**src/rtl/rtc_pkg.sv**
```systemverilog
`timescale 1ns/1ps
// rtc_pkg: register selectors, bit positions and the write-strobe bundle
// shared by the seconds counter, its alarm and its bus decoder.
package rtc_pkg;

    // Register selectors on the software bus.
    typedef enum logic [2:0] {
        REG_SECS  = 3'd0,
        REG_FRAC  = 3'd1,
        REG_ALARM = 3'd2,
        REG_CTRL  = 3'd3,
        REG_STAT  = 3'd4
    } reg_sel_e;

    // Control word bits.
    localparam int CTRL_RUN = 0;
    localparam int CTRL_AIE = 1;

    // Status word bits.
    localparam int STAT_ALM = 0;
    localparam int STAT_OVF = 1;
    localparam int STAT_ACT = 2;

    // Write strobes after lock gating.
    typedef struct packed {
        logic secs;
        logic frac;
        logic alarm;
        logic ctrl_run;
        logic ctrl_aie;
        logic stat;
    } wr_strobe_t;

endpackage

```
**src/rtl/rtc_bus_dec.sv**
```systemverilog
`timescale 1ns/1ps
// rtc_bus_dec: decodes the register bus into per-register write strobes,
// suppresses the time and run-bit strobes while a lock is active, and
// multiplexes the read word.
// Assumes: single-cycle writes, reads are combinational from the address,
// SEC_W <= DATA_W and FRAC_W < DATA_W.
module rtc_bus_dec
    import rtc_pkg::*;
#(
    parameter int DATA_W = 32,
    parameter int ADDR_W = 3,
    parameter int SEC_W  = 32,
    parameter int FRAC_W = 15
) (
    input  logic              we_i,
    input  logic [ADDR_W-1:0] addr_i,
    input  logic              locked_i,
    input  logic [SEC_W-1:0]  secs_i,
    input  logic [FRAC_W-1:0] frac_i,
    input  logic [SEC_W-1:0]  alarm_i,
    input  logic              run_i,
    input  logic              aie_i,
    input  logic              alm_flag_i,
    input  logic              ovf_i,
    input  logic              active_i,
    output wr_strobe_t        strobe_o,
    output logic [DATA_W-1:0] rdata_o
);

    localparam logic [ADDR_W-1:0] A_SECS  = ADDR_W'(REG_SECS);
    localparam logic [ADDR_W-1:0] A_FRAC  = ADDR_W'(REG_FRAC);
    localparam logic [ADDR_W-1:0] A_ALARM = ADDR_W'(REG_ALARM);
    localparam logic [ADDR_W-1:0] A_CTRL  = ADDR_W'(REG_CTRL);
    localparam logic [ADDR_W-1:0] A_STAT  = ADDR_W'(REG_STAT);

    // Write decode with lock gating on time and run bit.
    always_comb begin
        strobe_o          = '0;
        strobe_o.secs     = we_i && (addr_i == A_SECS) && !locked_i;
        strobe_o.frac     = we_i && (addr_i == A_FRAC) && !locked_i;
        strobe_o.alarm    = we_i && (addr_i == A_ALARM);
        strobe_o.ctrl_run = we_i && (addr_i == A_CTRL) && !locked_i;
        strobe_o.ctrl_aie = we_i && (addr_i == A_CTRL);
        strobe_o.stat     = we_i && (addr_i == A_STAT);
    end

    // Read multiplexer.
    always_comb begin
        rdata_o = '0;
        case (addr_i)
            A_SECS:  rdata_o = DATA_W'(secs_i);
            A_FRAC:  rdata_o = DATA_W'(frac_i);
            A_ALARM: rdata_o = DATA_W'(alarm_i);
            A_CTRL: begin
                rdata_o[CTRL_RUN] = run_i;
                rdata_o[CTRL_AIE] = aie_i;
            end
            A_STAT: begin
                rdata_o[STAT_ALM] = alm_flag_i;
                rdata_o[STAT_OVF] = ovf_i;
                rdata_o[STAT_ACT] = active_i;
            end
            default: rdata_o = '0;
        endcase
    end

endmodule

```
**src/rtl/rtc_counter.sv**
```systemverilog
`timescale 1ns/1ps
// rtc_counter: the combined seconds+fraction count, its run bit and its
// overflow flag. The whole count sits in one register, so seconds and
// fraction always change together on one edge.
// Assumes: tick_i is one clock wide per 32.768 kHz period; at most one of
// ld_secs_i / ld_frac_i is high in a cycle; FRAC_W <= SEC_W.
module rtc_counter #(
    parameter int SEC_W  = 32,
    parameter int FRAC_W = 15
) (
    input  logic              clk,
    input  logic              rst_n,
    input  logic              tick_i,
    input  logic              hold_i,
    input  logic              ld_secs_i,
    input  logic              ld_frac_i,
    input  logic [SEC_W-1:0]  ld_val_i,
    input  logic              run_wr_i,
    input  logic              run_val_i,
    input  logic              ovf_clr_i,
    output logic [SEC_W-1:0]  secs_o,
    output logic [FRAC_W-1:0] frac_o,
    output logic              run_o,
    output logic              ovf_o,
    output logic              active_o
);

    localparam int CNT_W = SEC_W + FRAC_W;

    logic [CNT_W-1:0] cnt_q;
    logic [CNT_W:0]   cnt_inc;
    logic             step;
    logic             load;

    assign active_o = run_o && !ovf_o && !hold_i;
    assign load     = ld_secs_i || ld_frac_i;
    assign step     = tick_i && active_o && !load;
    assign cnt_inc  = {1'b0, cnt_q} + {{CNT_W{1'b0}}, 1'b1};
    assign secs_o   = cnt_q[CNT_W-1:FRAC_W];
    assign frac_o   = cnt_q[FRAC_W-1:0];

    // Count register: loads win over a tick, otherwise advance and wrap.
    always_ff @(posedge clk) begin
        if (!rst_n) begin
            cnt_q <= '0;
        end else if (ld_secs_i) begin
            cnt_q[CNT_W-1:FRAC_W] <= ld_val_i;
        end else if (ld_frac_i) begin
            cnt_q[FRAC_W-1:0] <= ld_val_i[FRAC_W-1:0];
        end else if (step) begin
            cnt_q <= cnt_inc[CNT_W-1:0];
        end
    end

    // Overflow flag: set by a wrapping step, cleared by software.
    always_ff @(posedge clk) begin
        if (!rst_n) begin
            ovf_o <= 1'b0;
        end else if (step && cnt_inc[CNT_W]) begin
            ovf_o <= 1'b1;
        end else if (ovf_clr_i) begin
            ovf_o <= 1'b0;
        end
    end

    // Run bit: software controlled, lock gating done upstream.
    always_ff @(posedge clk) begin
        if (!rst_n) begin
            run_o <= 1'b0;
        end else if (run_wr_i) begin
            run_o <= run_val_i;
        end
    end

endmodule

```
**src/rtl/rtc_alarm.sv**
```systemverilog
`timescale 1ns/1ps
// rtc_alarm: seconds compare register, sticky alarm flag and interrupt
// enable. The flag is set on every edge where the seconds match, which
// takes priority over a software clear in the same cycle.
// Assumes: seconds input comes straight from the count register.
module rtc_alarm #(
    parameter int SEC_W = 32
) (
    input  logic             clk,
    input  logic             rst_n,
    input  logic [SEC_W-1:0] secs_i,
    input  logic             wr_alarm_i,
    input  logic [SEC_W-1:0] wdata_i,
    input  logic             wr_aie_i,
    input  logic             aie_val_i,
    input  logic             flag_clr_i,
    output logic [SEC_W-1:0] alarm_o,
    output logic             flag_o,
    output logic             aie_o,
    output logic             irq_o
);

    logic match;

    assign match = (secs_i == alarm_o);
    assign irq_o = flag_o && aie_o;

    // Alarm compare value, parked at all ones out of reset.
    always_ff @(posedge clk) begin
        if (!rst_n) begin
            alarm_o <= '1;
        end else if (wr_alarm_i) begin
            alarm_o <= wdata_i;
        end
    end

    // Sticky alarm flag: match sets, write-one clears.
    always_ff @(posedge clk) begin
        if (!rst_n) begin
            flag_o <= 1'b0;
        end else if (match) begin
            flag_o <= 1'b1;
        end else if (flag_clr_i) begin
            flag_o <= 1'b0;
        end
    end

    // Alarm interrupt enable, writable regardless of locks.
    always_ff @(posedge clk) begin
        if (!rst_n) begin
            aie_o <= 1'b0;
        end else if (wr_aie_i) begin
            aie_o <= aie_val_i;
        end
    end

endmodule

```
**src/rtl/rtc_core.sv**
```systemverilog
`timescale 1ns/1ps
// rtc_core: seconds counter with alarm. Joins the bus decoder, the count
// and the alarm compare; the security monitor's non-valid and failure
// inputs hold the count, the lock inputs block time and run-bit writes.
// Assumes: all inputs are already synchronous to clk.
module rtc_core
    import rtc_pkg::*;
#(
    parameter int DATA_W = 32,
    parameter int ADDR_W = 3,
    parameter int SEC_W  = 32,
    parameter int FRAC_W = 15
) (
    input  logic              clk,
    input  logic              rst_n,
    input  logic              tick_i,
    input  logic              nonvalid_i,
    input  logic              fail_i,
    input  logic              lock_soft_i,
    input  logic              lock_hard_i,
    input  logic              bus_we_i,
    input  logic [ADDR_W-1:0] bus_addr_i,
    input  logic [DATA_W-1:0] bus_wdata_i,
    output logic [DATA_W-1:0] bus_rdata_o,
    output logic              irq_o
);

    wr_strobe_t        strb;
    logic [SEC_W-1:0]  secs_w;
    logic [FRAC_W-1:0] frac_w;
    logic [SEC_W-1:0]  alarm_w;
    logic              run_w;
    logic              ovf_w;
    logic              active_w;
    logic              alm_flag_w;
    logic              aie_w;
    logic              locked;
    logic              hold;
    logic              cnt_load;

    assign locked   = lock_soft_i || lock_hard_i;
    assign hold     = nonvalid_i || fail_i;
    assign cnt_load = strb.secs || strb.frac;

    rtc_bus_dec #(
        .DATA_W (DATA_W),
        .ADDR_W (ADDR_W),
        .SEC_W  (SEC_W),
        .FRAC_W (FRAC_W)
    ) u_dec (
        .we_i       (bus_we_i),
        .addr_i     (bus_addr_i),
        .locked_i   (locked),
        .secs_i     (secs_w),
        .frac_i     (frac_w),
        .alarm_i    (alarm_w),
        .run_i      (run_w),
        .aie_i      (aie_w),
        .alm_flag_i (alm_flag_w),
        .ovf_i      (ovf_w),
        .active_i   (active_w),
        .strobe_o   (strb),
        .rdata_o    (bus_rdata_o)
    );

    rtc_counter #(
        .SEC_W  (SEC_W),
        .FRAC_W (FRAC_W)
    ) u_cnt (
        .clk       (clk),
        .rst_n     (rst_n),
        .tick_i    (tick_i),
        .hold_i    (hold),
        .ld_secs_i (strb.secs),
        .ld_frac_i (strb.frac),
        .ld_val_i  (bus_wdata_i[SEC_W-1:0]),
        .run_wr_i  (strb.ctrl_run),
        .run_val_i (bus_wdata_i[CTRL_RUN]),
        .ovf_clr_i (strb.stat && bus_wdata_i[STAT_OVF]),
        .secs_o    (secs_w),
        .frac_o    (frac_w),
        .run_o     (run_w),
        .ovf_o     (ovf_w),
        .active_o  (active_w)
    );

    rtc_alarm #(
        .SEC_W (SEC_W)
    ) u_alm (
        .clk        (clk),
        .rst_n      (rst_n),
        .secs_i     (secs_w),
        .wr_alarm_i (strb.alarm),
        .wdata_i    (bus_wdata_i[SEC_W-1:0]),
        .wr_aie_i   (strb.ctrl_aie),
        .aie_val_i  (bus_wdata_i[CTRL_AIE]),
        .flag_clr_i (strb.stat && bus_wdata_i[STAT_ALM]),
        .alarm_o    (alarm_w),
        .flag_o     (alm_flag_w),
        .aie_o      (aie_w),
        .irq_o      (irq_o)
    );

endmodule

```
**config.mk**
```make
export PLATFORM = sky130hd
export DESIGN_NAME = rtc_core
export DESIGN_NICKNAME = d
export VERILOG_FILES = /design/src/rtl/rtc_pkg.sv /design/src/rtl/rtc_bus_dec.sv /design/src/rtl/rtc_counter.sv /design/src/rtl/rtc_alarm.sv /design/src/rtl/rtc_core.sv
export SDC_FILE = /design/constraint.sdc
export NUM_CORES = 1
export LEC_CHECK = 0
export ABC_AREA = 1
export BUFFER_PORTS_ARGS = -buffer_cell sky130_fd_sc_hd__buf_4
export CAP_MARGIN = 15
export CORE_ASPECT_RATIO = 0.6
export CORE_MARGIN = 2
export CORE_UTILIZATION = 50
export CTS_CLUSTER_DIAMETER = 50
export CTS_CLUSTER_SIZE = 12
export DETAILED_ROUTE_END_ITERATION = 8
export PLACE_DENSITY = 0.71
export SKIP_LAST_GASP = 1
export SYNTH_ARGS = -nofsm -noshare
export SYNTH_HDL_FRONTEND = slang
export SYNTH_SLANG_ARGS = --single-unit
```
**constraint.sdc**
```tcl
create_clock -name clk -period 1.83 [get_ports clk]
set_input_delay 0.2745 -clock clk [delete_from_list [all_inputs] [get_ports clk]]
set_output_delay 0.2745 -clock clk [all_outputs]
set_load 0.02 [all_outputs]
```
==> results.toml, run 1 <==
[global_route]
overall_track_demand_over_capacity_in_global_routing_pct = 34.1
grt_antenna_before_repair = 0
vias_in_the_first_global_route = 5695
grt_first_pass_wirelength_mm = 32.1
pin_count_of_the_biggest_net_entering_global_routing = 34
grt_overflow = 0

[floorplan]
chipWidth_um = 143
die_ht_um = 87.3
io_pins = 76
coreArea_sq_um = 11300
dieArea_sq_um = 12500
placement_rows = 30
floorplan.initialDensity_pct = 51.2

[clocking]
cts.clk_slew.worst_paths_ps = 70
tritoncts.num_buffers = 9
clk_path_buf_depth = 2
clockRootBuffer = "sky130_fd_sc_hd__clkbuf_16"
numClockSinks = 83
tritoncts = "done"
worst_skew_late_latency_ps = 340
cts.htree.levels = 3

[cells_and_area]
finalNetCount = 1100
fillers = 1092
final_cells = 1221
num_antenna_cells = 0
layout-drive-gt1-share_pct = 19.6
area_delta_synth_final_pct = 25.3
layout_commonest_cell = "sky130_fd_sc_hd__nand2_1"
mostFrequentLayoutCells = "sky130_fd_sc_hd__nand2_1 (288), sky130_fd_sc_hd__buf_4 (148), sky130_fd_sc_hd__nor2_1 (92), sky130_fd_sc_hd__inv_1 (90), sky130_fd_sc_hd__nand3_1 (81)"
fin_util_pct = 64.2

[worst_setup_path]
nature_of_the_critical_path_endpoint = "primary output"
critical_path.startpoint_type = "primary input"
timing.critical_path.fanout_max = 7
data_arrival_time_of_the_worst_path_ps = 1510
criticalPathCategory = "primary input to primary output"
worstPathRequired_ps = 1560

[timing]
rsz0062_at_grt = "true"
holdWs_ps = 148
final-max-slew-violation-count = 0
timing.final.hold_violations = 0
finalWorstPathRequiredPeriod_ps = 1790
max-slew-margin-rel_pct = 66.3
fmax_ghz = 0.559
final_number_of_setup_violating_endpoints = 0
skew_ps = 4.76
final.period_utilization_pct = 97.8
max_slew.worst_pin.slew_ps = 503

[routing]
drt.antenna.violating_nets = 0
wirelength_met1_mm = 10.5
drcViolationCount = 0
totalWireLength_mm = 20.9
drtPass1Iterations = 5
routed-wl-met2_mm = 7.62
first_iter_violations = 676
avgRoutedWirePerCell_um = 17.2
vias = 6593
top_signal_layer_used = "met4"
viasPerCell = 5.40
wl_met3_mm = 2.68

[yosys]
synth_warnings = 0
synth-seq-cells = 83
netlist-cell-type-count = 39
synth_flop_cell = "sky130_fd_sc_hd__dfxtp_1"
synth_seq_area_share_pct = 28.7
synth-async-reset-ratio_pct = 0
synth.cell_area_sq_um = 5790
synth_cells = 936
synth-edff-count = 0
avg_inst_size_synth_sq_um = 6.18
synthesized_netlist_net_count = 980

[pwr]
fin_total_pwr_mw = 4.03
vdd_drop_max_v = 0.000423
power-per-cell-area_nw_per_um2 = 556
leakage_nw = 3.04

[placed_design]
io_buffer_count = 75
dpl.cell_count = 1204
place_hpwl_mm = 16.1
finalWeightedCongestion = 1.01

[status]
status = "finished, final reports clean"

[flow_run]
max-cap-violations = 0

[worst_hold_path]
min-delay-path-class = "primary input to register"
[layer usage]
metal	GRT usage (%)	up-vias
li1	-	3263
met1	54.9	2966
met2	44.1	353
met3	9.90	11
met4	4.77	0
met5	0	-
[worst max-delay path, cell delays in order]
cell and delay (ps):
sky130_fd_sc_hd__buf_4 120, sky130_fd_sc_hd__nor2_2 190, sky130_fd_sc_hd__nand2_2 130, sky130_fd_sc_hd__buf_4 200, sky130_fd_sc_hd__buf_4 170, sky130_fd_sc_hd__o211ai_1 240, sky130_fd_sc_hd__buf_4 190
[final timing paths]
check                                     start                end  slack, ps  cells after the start
worst max register to register      u_cnt.run_o        u_cnt.ovf_o         60                      8
worst max-delay path              bus_addr_i[1]    bus_rdata_o[11]         40                      7
worst min register to register      u_alm.aie_o        u_alm.aie_o        480                      2
worst min-delay path            bus_wdata_i[23]  u_alm.alarm_o[23]        150                      3
[sequential cells by signal, indices dropped and copies added, names as in the netlist]
register / count
u_cnt.cnt_q: 47
u_cnt.run_o: 1
u_alm.alarm_o: 32
u_alm.aie_o: 1
u_alm.flag_o: 1
u_cnt.ovf_o: 1
[through the flow]
step | setup TNS [ps] | setup slack [ps] | cell area (sq um)
finish | 0 | 40.6 | 7250
global route | -44.5 | -25.5 | 7250
CTS | 0 | 23.5 | 7180
detailed placement | 0 | 26.9 | 6910
global placement | 0 | 58.1 | 6910
floorplan | 0 | 79.2 | 5790
[synthesized netlist by cell type (6+ instances only)]
master                     count  area, sq um
sky130_fd_sc_hd__buf_2         9         45.0
sky130_fd_sc_hd__nand2_1     292         1100
sky130_fd_sc_hd__inv_1        91          342
sky130_fd_sc_hd__xor2_1       39          342
sky130_fd_sc_hd__dfxtp_1      83         1660
sky130_fd_sc_hd__buf_6         6         67.6
sky130_fd_sc_hd__o21ai_0      38          190
sky130_fd_sc_hd__clkbuf_1     19         71.3
sky130_fd_sc_hd__xnor2_1      14          123
sky130_fd_sc_hd__o221ai_1      7         61.3
sky130_fd_sc_hd__nand4_1      12         75.1
sky130_fd_sc_hd__nor2_2        7         43.8
sky130_fd_sc_hd__nand3_1      83          415
sky130_fd_sc_hd__nor3_1        7         35.0
sky130_fd_sc_hd__o211ai_1     29          218
sky130_fd_sc_hd__a21oi_1      51          255
sky130_fd_sc_hd__o21ai_1       8         40.0
sky130_fd_sc_hd__nor2_1      101          379
[where the power goes]
group / total, mW / switching, mW / internal (mW)
combinational: 0.455 / 0.270 / 0.185
sequential: 1.87 / 0.0328 / 1.84
clock: 1.71 / 0.791 / 0.915
[logic make-up (layout without fill, tap and decap cells)]
family	Yosys count	count (layout)	share of synthesized area, %
compound gates	146	146	14.9
xor+xnor	53	53	8.02
fa+ha+maj	1	1	0.216
buf+inv	140	265	10.5
flops	83	83	28.7
simple gates	513	513	37.6
[final cells by class]
cell class	instances	area [sq um]	share of cell area (%)
Clock buffer	11	233	3.21
Clock inverter	5	30.0	0.414
Inverter	98	370	5.11
Multi-Input combinational cell	713	3580	49.4
Sequential cell	83	1670	23.0
Tap cell	160	200	2.76
Timing Repair Buffer	151	1170	16.1
[timing repair]
| item | 4_1_cts | 5_1_grt |
|---|---|---|
| hold buffers | 0 | 0 |
| endpoints found under the hold margin | 0 | 0 |
| gates resized for setup | 0 | 25 |
| endpoints found under the setup margin | 0 | 40 |
| buffers inserted | 0 | 1 |
(Power assumes the default switching activity.)
==> run 2: changes to the inputs <==
- ABC_AREA: 1 -> not set
==> run 2 against run 1 <==
Net effect:
- the run now ends with negative setup slack left
- wire length up 22%
- setup slack worse by 220 ps
- sequential share of layout area down 2.8 points
- maximum frequency down 11%
- largest power group unchanged
==> results.toml, run 2 <==
[status]
status = "finished with violations"
failed_checks = "negative setup slack"

[worst_setup_path]
data_arrival_time_of_the_worst_path_ps = 2250
critical_path.top_delay_family = "simple AND/OR/NAND/NOR gates"
criticalPathCategory = "register to register"
critPathMaxStageDelay_ps = 580
timing.critical_path.fanout_max = 6
path_cells = "nand4_1 > or4_4 > buf_8 > nor3_4 > o21ai_2 > a221o_1"
cp_slowest_cell = "sky130_fd_sc_hd__or4_4"
critical_path.startpoint_type = "register"
worstPathRequired_ps = 2070
nature_of_the_critical_path_endpoint = "register"
critPathBufInv = 1

[yosys]
synth_flop_cell = "sky130_fd_sc_hd__dfxtp_1"
synth-compound-area-share_pct = 20.7
post_synth_mux_area_share_pct = 3.57
post-synth-top-area-cell = "sky130_fd_sc_hd__dfxtp_1"
synth.top_cells.by_count = "sky130_fd_sc_hd__nand2_1 (107), sky130_fd_sc_hd__dfxtp_1 (83), sky130_fd_sc_hd__nor2_1 (65), sky130_fd_sc_hd__nand3_1 (54), sky130_fd_sc_hd__clkbuf_1 (46)"
synth-edff-count = 0
synth-seq-cells = 83
synth-async-reset-ratio_pct = 0
synth_cells = 752
netlist-cell-type-count = 62
synth-adder-area-share_pct = 0.223
synthesized_netlist_net_count = 796
synth_top_area_share_pct = 29.6
netlist_top_cells_area = "sky130_fd_sc_hd__dfxtp_1 (30%), sky130_fd_sc_hd__nand2_1 (7.2%), sky130_fd_sc_hd__xnor2_1 (5.9%), sky130_fd_sc_hd__a22o_1 (5.6%), sky130_fd_sc_hd__nand3_1 (4.8%)"
synth.cell_area_sq_um = 5610
synth.most_common_cell = "sky130_fd_sc_hd__nand2_1"
synth_warnings = 0
post_synth_xor_area_fraction_pct = 6.24
synth_top_family_by_area = "simple AND/OR/NAND/NOR gates"
synth_seq_area_share_pct = 29.6
synthSimpleGateAreaFrac_pct = 33.2
avg_inst_size_synth_sq_um = 7.47

[routing]
avgRoutedWirePerCell_um = 23.3
drt.antenna.violating_nets = 0
vias = 7210
first_iter_violations = 1144
drtPass1Iterations = 5
totalWireLength_mm = 25.5
viasPerCell = 6.60
drcViolationCount = 0

[clocking]
numClockSinks = 83
clk_path_buf_depth = 2
tritoncts.num_buffers = 9
cts.htree.levels = 3
postCtsHoldBufs = 0
worst_skew_late_latency_ps = 350
clockRootBuffer = "sky130_fd_sc_hd__clkbuf_16"
tritoncts = "done"
cts.clk_slew.worst_paths_ps = 70

[cells_and_area]
biggestRegsByFlops = "u_cnt.cnt_q (47), u_alm.alarm_o (32)"
final_cells = 1092
seq_area_sq_um = 1680
fin_util_pct = 77.9
largest_reg_flops = 47
mostFrequentLayoutCells = "sky130_fd_sc_hd__buf_4 (226), sky130_fd_sc_hd__nand2_1 (104), sky130_fd_sc_hd__dfxtp_1 (67), sky130_fd_sc_hd__nor2_1 (53), sky130_fd_sc_hd__nand3_1 (51)"
multiInputGateArea_sq_um = 4020
num_antenna_cells = 0
final_cell_area_sq_um = 8370
fillers = 781
area_delta_synth_final_pct = 49.1
finalNetCount = 992
layout_commonest_cell = "sky130_fd_sc_hd__buf_4"
layout-drive-gt1-share_pct = 38.7
max_flop_register = "u_cnt.cnt_q"

[placed_design]
detailed_place.area_sq_um = 7410
dpl_worst_slack_ps = -436
io_buffer_count = 75
dpl.cell_count = 1052
finalWeightedCongestion = 0.998
place_hpwl_mm = 17.9

[timing]
rsz0062_at_grt = "true"
postLayoutSetupSlackWorst_ps = -179
holdWs_ps = 140
finalWorstPathRequiredPeriod_ps = 2010
fmax_ghz = 0.498
final_number_of_setup_violating_endpoints = 24
max-slew-margin-rel_pct = 69.8
timing.final.hold_violations = 0
final-max-slew-violation-count = 0
skew_ps = 4.80
max_slew.worst_pin.slew_ps = 450
final.period_utilization_pct = 110

[floorplan]
die_ht_um = 86.1
chipWidth_um = 141
io_pins = 76
placement_rows = 29
floorplan.initialDensity_pct = 52.3
dieArea_sq_um = 12100
coreArea_sq_um = 10700

[pwr]
power.combinational.fraction_pct = 16.0
clock_power_share_pct = 41.7
power-per-cell-area_nw_per_um2 = 535
leakage_nw = 3.75
vdd_drop_max_v = 0.000452
switching_power_mw = 1.32
power_report.internal_total_mw = 3.15
sequentialPowerShare_pct = 42.3
switching_share_pct = 29.5

[global_route]
use_met1_pct = 59.4
grt_antenna_before_repair = 0
gr_layer_usage_met3_pct = 11.1
global_route.peak_usage_layer = "met1"
grt_met2_use_pct = 58.3
vias_in_the_first_global_route = 6760
grt_first_pass_wirelength_mm = 37.9
overall_track_demand_over_capacity_in_global_routing_pct = 40.7
pin_count_of_the_biggest_net_entering_global_routing = 32
grt_overflow = 0

[worst_hold_path]
min-delay-path-class = "primary input to register"

[flow_run]
max-cap-violations = 0
-- run 2: changes by cell type in the layout (fill, tap and decap cells not counted), moves of 36 or more --
| cell | previous run | this run |
|---|---|---|
| sky130_fd_sc_hd__a22o_1 | 0 | 36 |
| sky130_fd_sc_hd__buf_4 | 148 | 226 |
| sky130_fd_sc_hd__inv_1 | 90 | 11 |
| sky130_fd_sc_hd__nand2_1 | 288 | 104 |
| sky130_fd_sc_hd__nor2_1 | 92 | 53 |
| sky130_fd_sc_hd__xor2_1 | 39 | 2 |
-- run 2: power by group through the flow --
| stage | Clock, mW | Combinational, mW | Sequential, mW |
|---|---|---|---|
| after CTS | 1.87 | 0.660 | 1.89 |
| after global routing | 1.93 | 0.743 | 1.90 |
| after detailed placement | 0 | 0.645 | 1.93 |
| final | 1.87 | 0.715 | 1.89 |
| after floorplan | 0 | 0.321 | 1.91 |
| after global placement | 0 | 0.634 | 1.93 |
-- run 2: cell families after synthesis --
family | count (synthesis)
AOI/OAI and AO/OA | 167
xor gates and xnor gates | 40
adders and majority gates | 1
buffers and inverters | 86
DFF | 83
muxes | 20
and+or+nand+nor | 355
-- run 2: metal layers --
metal	share of wire, %	vias to the layer above
met5	0	-
met4	3.0	0
met3	17	90
met2	40	585
met1	41	3390
li1	-	3145
-- run 2: tightest hold or removal path, cell delays in order --
cell and delay, ps:
sky130_fd_sc_hd__buf_4 80, sky130_fd_sc_hd__nand2_1 40, sky130_fd_sc_hd__nand3_1 60
-- run 2: through the flow --
stage	power [mW]	TNS, ps
6_report	4.47	-1650
5_1_grt	4.57	-3080
2_1_floorplan	2.23	-242
4_1_cts	4.42	-1090
3_3_place_gp	2.56	-10570
3_5_place_dp	2.57	-12540
-- run 2: layout make-up --
type	count	area share, %
multi-input combinational	584	48.0
timing repair buffer	259	25.8
sequential	83	20.1
clock buffer	10	2.86
tap	139	2.08
clock inverter	6	0.673
inverter	11	0.493
-- run 2: worst paths after layout --
path / startpoint / to / slack (ps) / cells after the start
max reg2reg: u_cnt.cnt_q[14] / u_cnt.cnt_q[30] / -180 / 6
min reg2reg: u_alm.alarm_o[22] / u_alm.alarm_o[22] / 500 / 2
min: bus_wdata_i[26] / u_alm.alarm_o[26] / 140 / 3
max: u_cnt.cnt_q[14] / u_cnt.cnt_q[30] / -180 / 6
-- run 2: repair_timing --
action,CTS,global route
cloned,0,1
gates resized for setup,52,71
pin swaps,21,38
buffers inserted,9,16
setup endpoints to repair,44,48
==> run 3: changes to the inputs <==
- CELL_PAD_IN_SITES_DETAIL_PLACEMENT: not set -> 1
- CELL_PAD_IN_SITES_GLOBAL_PLACEMENT: not set -> 1
- CORE_UTILIZATION: 50 -> 43
- PLACE_DENSITY: 0.71 -> not set
- PLACE_DENSITY_LB_ADDON: not set -> 0.1
==> run 3 against run 2 <==
Net effect:
- the run still ends with negative setup slack left
- register-to-register slack got worse by 100 ps
- non-clock buffer count down 10
- clock skew grew 6.5 ps
==> results.toml, run 3 (same netlist as run 2, synthesis figures left out) <==
[status]
status = "finished with violations"
failed_checks = "negative setup slack"

[flow_run]
max-cap-violations = 0

[timing]
final-max-slew-violation-count = 0
skew_ps = 11.3
rsz0062_at_grt = "true"
postLayoutSetupSlackWorst_ps = -376
final_number_of_setup_violating_endpoints = 38
max-slew-margin-rel_pct = 54.8
tns_ps = -5480
final.period_utilization_pct = 121
timing.final.hold_violations = 0
max_slew.worst_pin.slew_ps = 675
fmax_ghz = 0.453
finalWorstPathRequiredPeriod_ps = 2210

[routing]
drtPass1Iterations = 7
totalWireLength_mm = 32.4
vias = 7696
avgRoutedWirePerCell_um = 29.0
drcViolationCount = 0
viasPerCell = 6.91
drt.antenna.violating_nets = 0
first_iter_violations = 906

[clocking]
tritoncts = "done"
postCtsHoldBufs = 0
worst_skew_late_latency_ps = 370
clockRootBuffer = "sky130_fd_sc_hd__clkbuf_16"
cts.htree.levels = 3
clk_path_buf_depth = 2
numClockSinks = 83
cts.clk_slew.worst_paths_ps = 70
tritoncts.num_buffers = 9

[pwr]
vdd_drop_max_v = 0.000427
fin_total_pwr_mw = 4.45
power-per-cell-area_nw_per_um2 = 531
leakage_nw = 3.70

[global_route]
vias_in_the_first_global_route = 7091
overall_track_demand_over_capacity_in_global_routing_pct = 40.6
grt_first_pass_wirelength_mm = 42.2
grt_overflow = 0
grt_antenna_before_repair = 1
pin_count_of_the_biggest_net_entering_global_routing = 30

[cells_and_area]
area_delta_synth_final_pct = 49.4
layout_commonest_cell = "sky130_fd_sc_hd__buf_4"
fillers = 1513
biggestRegsByFlops = "u_cnt.cnt_q (47), u_alm.alarm_o (32)"
finalNetCount = 982
layout-drive-gt1-share_pct = 39.1
max_flop_register = "u_cnt.cnt_q"
largest_reg_flops = 47
mostFrequentLayoutCells = "sky130_fd_sc_hd__buf_4 (209), sky130_fd_sc_hd__nand2_1 (104), sky130_fd_sc_hd__dfxtp_1 (66), sky130_fd_sc_hd__nor2_1 (52), sky130_fd_sc_hd__nand3_1 (49)"

[worst_setup_path]
criticalPathCategory = "primary input to register"
critPathMaxStageDelay_ps = 600
path_cells = "buf_4 > or3b_2 > o211ai_1 > buf_2 > nor2_1 > a221oi_1 > o22ai_1"
timing.critical_path.fanout_max = 6
cp_slowest_cell = "sky130_fd_sc_hd__o211ai_1"
worstPathRequired_ps = 2060
nature_of_the_critical_path_endpoint = "register"
critical_path.startpoint_type = "primary input"
data_arrival_time_of_the_worst_path_ps = 2440

[placed_design]
io_buffer_count = 75
place_hpwl_mm = 20.5
finalWeightedCongestion = 0.982

[floorplan]
dieArea_sq_um = 14000
io_pins = 76
die_ht_um = 92.5
chipWidth_um = 152
coreArea_sq_um = 12800
placement_rows = 32
floorplan.initialDensity_pct = 43.8

[worst_hold_path]
min-delay-path-class = "primary input to register"
## run 3: worst paths after layout
kind / slack, ps / cells past startpoint / endpoint / start
setup / recovery: -380 / 7 / u_cnt.cnt_q[38] / lock_soft_i
setup reg to reg: -280 / 7 / u_cnt.cnt_q[33] / u_cnt.ovf_o
hold reg to reg: 510 / 2 / u_alm.alarm_o[20] / u_alm.alarm_o[20]
hold / removal: 140 / 3 / u_alm.alarm_o[17] / bus_wdata_i[17]
## run 3: metrics by stage
| step | hold slack, ps | util (%) | instances | setup WS [ps] | instance area (sq um) |
|---|---|---|---|---|---|
| after floorplan | 399 | - | 752 | -68.8 | 5740 |
| after CTS | 142 | 63.1 | 1102 | -129 | 8080 |
| final | 137 | 65.5 | 1114 | -376 | 8390 |
| after global placement | 482 | 58.1 | 1076 | -238 | 7440 |
| after detailed placement | 492 | 58.1 | 1076 | -302 | 7440 |
| after global routing | 144 | 65.5 | 1114 | -284 | 8390 |
## run 3: critical path, delay by kind of cell
| family | cells | cell delay [ps] |
|---|---|---|
| buf+inv | 2 | 510 |
| simple gates | 2 | 610 |
| compound gates | 3 | 1040 |
## run 3: final cells by class
cell class	instances	area (sq um)	share of cell area [%]
Multi-Input combinational cell	584	4060	48.4
Timing Repair Buffer	249	2100	25.0
Sequential cell	83	1690	20.2
Clock buffer	10	239	2.85
Tap cell	170	213	2.54
Clock inverter	6	46.3	0.552
Inverter	11	41.3	0.492
Antenna cell	1	2.50	0.0298
## run 3: power by group
group / total, mW / switching [mW] / internal, mW
clock network: 1.84 / 0.877 / 0.968
registers: 1.89 / 0.0476 / 1.84
logic: 0.717 / 0.429 / 0.288
## run 3: metal layers
layer,wire (um),track usage [%],up-vias
met5,0,3.08,-
met4,1880,13.7,0
met2,13300,58.0,699
met1,12700,57.6,3694
met3,4480,12.5,186
li1,-,-,3117
## run 3: timing repair
item	4_1_cts	5_1_grt
gates cloned	0	2
resized for setup	70	64
pin swaps	25	40
buffers inserted	10	13
endpoints found under the setup margin	37	50
